[config.mk]
export PLATFORM = sky130hd
export DESIGN_NAME = recip_period_meter
export DESIGN_NICKNAME = d
export VERILOG_FILES = /design/src/rtl/recip_pkg.sv /design/src/rtl/recip_glitch_filter.sv /design/src/rtl/recip_edge_capture.sv /design/src/rtl/recip_period_meter.sv
export SDC_FILE = /design/constraint.sdc
export NUM_CORES = 1
export LEC_CHECK = 0
export BUFFER_PORTS_ARGS = -buffer_cell sky130_fd_sc_hd__buf_2
export CAP_MARGIN = 20
export CORE_UTILIZATION = 49
export CTS_CLUSTER_DIAMETER = 120
export DETAILED_ROUTE_END_ITERATION = 8
export HOLD_SLACK_MARGIN = 0.12
export PLACE_DENSITY = 0.7
export SYNTH_ARGS = -nofsm -noshare
export SYNTH_HDL_FRONTEND = slang
export SYNTH_SLANG_ARGS = --single-unit
[constraint.sdc]
create_clock -name clk -period 4.1 [get_ports clk]
set_input_delay 0.82 -clock clk [delete_from_list [all_inputs] [get_ports clk]]
set_output_delay 0.82 -clock clk [all_outputs]
set_load 0.01 [all_outputs]
[src/rtl/recip_pkg.sv]
package recip_pkg;

    // Step encoding of the measurement sequence; values are visible on step_o.
    typedef enum logic [1:0] {
        STEP_FIRST  = 2'd0,
        STEP_SECOND = 2'd1,
        STEP_DONE   = 2'd2,
        STEP_IDLE   = 2'd3
    } step_e;

endpackage

[src/rtl/recip_glitch_filter.sv]
module recip_glitch_filter #(
    parameter int SAMPLE_DIV  = 4,
    parameter int FILT_LEN    = 3,
    parameter int SYNC_STAGES = 2
) (
    input  logic clk,
    input  logic rst_n,
    input  logic sig_i,
    output logic level_o
);

    localparam int DIV_W = (SAMPLE_DIV > 1) ? $clog2(SAMPLE_DIV) : 1;
    localparam logic [DIV_W-1:0] DIV_LAST = DIV_W'(SAMPLE_DIV - 1);

    typedef struct packed {
        logic [SYNC_STAGES-1:0] sync;
        logic [DIV_W-1:0]       div;
        logic [FILT_LEN-1:0]    hist;
        logic                   level;
    } filt_t;

    filt_t q, d;
    logic  sample_en;
    logic  sync_out;

    assign sync_out = q.sync[SYNC_STAGES-1];

    // Sampling strobe: one pulse every SAMPLE_DIV clocks.
    generate
        if (SAMPLE_DIV > 1) begin : g_div
            assign sample_en = (q.div == DIV_LAST);
        end else begin : g_nodiv
            assign sample_en = 1'b1;
        end
    endgenerate

    always_comb begin
        d      = q;
        d.sync = {q.sync[SYNC_STAGES-2:0], sig_i};
        d.div  = sample_en ? '0 : q.div + 1'b1;
        if (sample_en) begin
            d.hist = {q.hist[FILT_LEN-2:0], sync_out};
            if (&d.hist) begin
                d.level = 1'b1;
            end else if (~|d.hist) begin
                d.level = 1'b0;
            end
        end
    end

    always_ff @(posedge clk or negedge rst_n) begin
        if (!rst_n) begin
            q <= '0;
        end else begin
            q <= d;
        end
    end

    assign level_o = q.level;

    // The accepted level may only move in the cycle after a sample strobe.
    AST_LEVEL_ON_SAMPLE: assert property (@(posedge clk) disable iff (!rst_n)
        (q.level != $past(q.level)) |-> $past(sample_en));

    // A level change is always backed by the sampled history in agreement.
    AST_LEVEL_AGREES: assert property (@(posedge clk) disable iff (!rst_n)
        $rose(q.level) |-> $past(sync_out));

endmodule

[src/rtl/recip_edge_capture.sv]
module recip_edge_capture
    import recip_pkg::*;
#(
    parameter int CNT_W = 32
) (
    input  logic             clk,
    input  logic             rst_n,
    input  logic             arm_i,
    input  logic             level_i,
    input  logic [CNT_W-1:0] base_i,
    output step_e            step_o,
    output logic             done_o,
    output logic [CNT_W-1:0] ticks_o
);

    typedef struct packed {
        step_e            step;
        logic             prev;
        logic [CNT_W-1:0] start;
        logic [CNT_W-1:0] stop;
        logic [CNT_W-1:0] ticks;
    } cap_t;

    cap_t q, d;
    logic rise;

    assign rise = level_i & ~q.prev;

    always_comb begin
        d      = q;
        d.prev = level_i;
        if (arm_i) begin
            // Restart from any step; an edge in this cycle is dropped.
            d.step = STEP_FIRST;
        end else if (rise) begin
            unique case (q.step)
                STEP_FIRST: begin
                    d.start = base_i;
                    d.step  = STEP_SECOND;
                end
                STEP_SECOND: begin
                    d.stop  = base_i;
                    d.ticks = base_i - q.start;
                    d.step  = STEP_DONE;
                end
                default: ;
            endcase
        end
    end

    always_ff @(posedge clk or negedge rst_n) begin
        if (!rst_n) begin
            q.step  <= STEP_IDLE;
            q.prev  <= 1'b0;
            q.start <= '0;
            q.stop  <= '0;
            q.ticks <= '0;
        end else begin
            q <= d;
        end
    end

    assign step_o  = q.step;
    assign done_o  = (q.step == STEP_DONE);
    assign ticks_o = q.ticks;

    AST_IDLE_HOLD: assert property (@(posedge clk) disable iff (!rst_n)
        (q.step == STEP_IDLE && !arm_i) |=> (q.step == STEP_IDLE));

    AST_ARM_RESTART: assert property (@(posedge clk) disable iff (!rst_n)
        arm_i |=> (q.step == STEP_FIRST));

    AST_START_LATCH: assert property (@(posedge clk) disable iff (!rst_n)
        (!arm_i && rise && q.step == STEP_FIRST)
        |=> (q.step == STEP_SECOND && q.start == $past(base_i)));

    AST_DONE_ENTRY: assert property (@(posedge clk) disable iff (!rst_n)
        $rose(done_o) |-> ($past(q.step) == STEP_SECOND));

    AST_TICKS_MODULO: assert property (@(posedge clk) disable iff (!rst_n)
        done_o |-> (q.ticks == q.stop - q.start));

    AST_DONE_HOLD: assert property (@(posedge clk) disable iff (!rst_n)
        (done_o && !arm_i) |=> (done_o && $stable(q.ticks) && $stable(q.stop)));

endmodule

[src/rtl/recip_period_meter.sv]
module recip_period_meter
    import recip_pkg::*;
#(
    parameter int CNT_W      = 32,
    parameter int SAMPLE_DIV = 4,
    parameter int FILT_LEN   = 3
) (
    input  logic             clk,
    input  logic             rst_n,
    input  logic             arm_i,
    input  logic             sig_i,
    input  logic [CNT_W-1:0] base_count_i,
    output logic [1:0]       step_o,
    output logic             done_o,
    output logic [CNT_W-1:0] ticks_o
);

    logic  level_q;
    step_e step_q;

    recip_glitch_filter #(
        .SAMPLE_DIV (SAMPLE_DIV),
        .FILT_LEN   (FILT_LEN),
        .SYNC_STAGES(2)
    ) i_filter (
        .clk    (clk),
        .rst_n  (rst_n),
        .sig_i  (sig_i),
        .level_o(level_q)
    );

    recip_edge_capture #(
        .CNT_W(CNT_W)
    ) i_capture (
        .clk    (clk),
        .rst_n  (rst_n),
        .arm_i  (arm_i),
        .level_i(level_q),
        .base_i (base_count_i),
        .step_o (step_q),
        .done_o (done_o),
        .ticks_o(ticks_o)
    );

    assign step_o = step_q;

    // Done and step come from separate decode paths at the boundary.
    AST_DONE_MATCHES_STEP: assert property (@(posedge clk) disable iff (!rst_n)
        done_o |-> (step_o == 2'd2));

endmodule

==> results_dict.tcl <==
set metrics [dict create \
    cts_setup_buffers 0 \
    synth.net_count 605 \
    wl_met2_um 4430 \
    worst_skew_pair.late_latency_ns 0.35 \
    max-slew-margin-rel 0.385 \
    syn_area_per_cell_um2 8.80 \
    fin_skew_ns 0.0120 \
    mappedNetlistArea_um2 4720 \
    arrival_ns 3.06 \
    yosysTopAreaCellShare 0.382 \
    synthArstFlopShare 1.00 \
    cts_tree "yes" \
    required_ns 4.31 \
    clk_pin_slew_ns 0.08 \
    area_delta_synth_final_pct 8.99 \
    synth_edf_count 0 \
    holdPathStages 0 \
    first_global_vias 3616 \
    core_um2 9280 \
    yosysUniqueCellTypes 58 \
    mostFrequentLayoutCells "79 x nand2_1, 72 x dfrtp_1, 69 x buf_2" \
    cts_resized 0 \
    hp-class "reg2reg" \
    ant_nets 0 \
    p_leak_nw 2.50 \
    grt_overflow_total 0 \
    setup_viol 0 \
    drt_iter0_markers 177 \
    drv_cap 0 \
    yosys_warnings 0 \
    tightest_slew_ns 0.922 \
    final_area_um2 5140 \
    place_area_um2 4920 \
    total_power_mw 2.58 \
    antenna_found_initial 0 \
    synth_cells 536 \
    gp_congestion 0.903 \
    dominantRegCellSynth "dfrtp_1" \
    hpwl_um 7240 \
    place_ws_ns 0.909 \
    routed_via_density 5.19 \
    met1Wirelength_um 4840 \
    wirelength_um 9770 \
    die-area_um2 10000 \
    rsz0062_at_grt "false" \
    wl_met3_um 388 \
    finalWorstSetupSlack_ns 1.25 \
    fp.dieH_um 100 \
    wire_per_inst_um 14.0 \
    r2r_cells 10 \
    yosysTopAreaCell "dfrtp_1" \
    routed.top_layer "met4" \
    io_buffers 70 \
    finalMaxSlewViolations 0 \
    placementRows 35 \
    synth-seq-cells 74 \
    ys_seq_area_frac 0.393 \
    synthTopCellsByArea "dfrtp_1 38%, ha_1 8.5%, nand2_1 6.4%" \
    grt_max_degree 75 \
    status "complete, no violations" \
    cts_htree_levels 3 \
    die_x_um 100 \
    num_io_pins 71 \
    final_common_cell "nand2_1" \
    cts_root_buf "clkbuf_8" \
    grt_usage 0.212 \
    hold_viol 0 \
    grt_pass1_wl_um 16900 \
    ir_drop_mv 0.208 \
    tns_ns 0 \
    drive_gt1_frac 0.196 \
    power_density_nw_per_um2 503 \
    cts_buffer_depth 2 \
    clock-sinks 74 \
    max_freq_ghz 0.351 \
    path_class "in2reg" \
    antenna_cells 0 \
    firstDrtPassIters 4 \
    final_nets 635 \
    vias 3634 \
    drc 0 \
    cp-end-kind "flip-flop" \
    floorplan.initialDensity 0.508 \
    finalCritPeriodShare 0.695 \
    cts_buffers 9 \
    timing.final.crit_period_ns 2.85 \
    postCtsHoldBufs 0 \
    nFillCells 868 \
    cp_max_fo 5 \
    startpoint_type "input port" \
]
## kinds of logic after synthesis
group | share of synthesized area
DFF | 0.393
muxes | 0.0141
AOI/OAI and AO/OA | 0.211
adders and majority gates | 0.0891
buffers and inverters | 0.105
xor gates and xnor gates | 0.0520
and+or+nand+nor | 0.136
## cell type report
cell class	count	area, um^2	share of cell area
multi-input cells	366	2380	0.462
flip-flops and latches	74	1850	0.361
repair buffers	72	368	0.0716
inverters	43	161	0.0314
well taps	129	161	0.0314
clock buffers	11	141	0.0275
clock inverters	5	77.6	0.0151
## layer usage
metal  up-vias  track usage
met1      1693        0.294
met3        10       0.0334
li1       1864            -
met5         -            0
met4         0       0.0713
met2        67        0.340
## synthesized netlist by cell type (14+ instances only)
cell       n
nand2_1   80
a21oi_1   29
nor2_1    17
inv_1     43
a21o_1    15
xnor2_1   17
clkbuf_1  14
o21ai_0   60
o21ai_1   15
dfrtp_1   72
buf_4     34
ha_1      32
## power breakdown
part / switching (mW) / internal (mW) / leakage, nW
sequential: 0.0369 / 0.835 / 0.948
clock: 0.276 / 0.358 / 0.109
combinational: 0.640 / 0.437 / 1.44
total: 0.953 / 1.63 / 2.50
## worst max-delay path: stages
cell,delay (ns)
buf_2,0.09
inv_1,0.03
ha_1,0.22
fa_1,0.41
nor2b_1,0.17
o2111ai_1,0.27
a211oi_2,0.32
a211oi_2,0.10
a21oi_2,0.25
a31oi_1,0.13
xor2_1,0.19
o21ai_1,0.08
## per-stage QoR
stage	std cells	utilization	hold slack, ns
floorplan	536	-	0.331
global placement	684	0.530	0.333
detailed placement	684	0.530	0.356
CTS	700	0.554	0.367
global route	700	0.554	0.375
finish	700	0.554	0.360
## flip-flops by register name (all words and copies together) (netlist names)
signal	flops
i_capture.q	33
i_capture.step_o	2
i_capture.ticks_o	32
i_filter.d	1
i_filter.level_o	1
i_filter.q	5
## final timing paths
path                                             start                                 to  slack, ns
max                                    base_count_i[0]  i_capture.ticks_o[26]$_DFFE_PN0P_       1.25
min                            i_filter.d[7]$_DFF_PN0_            i_filter.q[7]$_DFF_PN0_       0.36
max reg2reg                i_capture.q[64]$_DFFE_PN0P_  i_capture.ticks_o[26]$_DFFE_PN0P_       1.48
min reg2reg                    i_filter.d[7]$_DFF_PN0_            i_filter.q[7]$_DFF_PN0_       0.36
max in group asynchronous                        rst_n  i_capture.ticks_o[17]$_DFFE_PN0P_       2.90
min in group asynchronous                        rst_n  i_capture.ticks_o[26]$_DFFE_PN0P_       0.61
No activity file was read; power rests on OpenSTA's default activity.
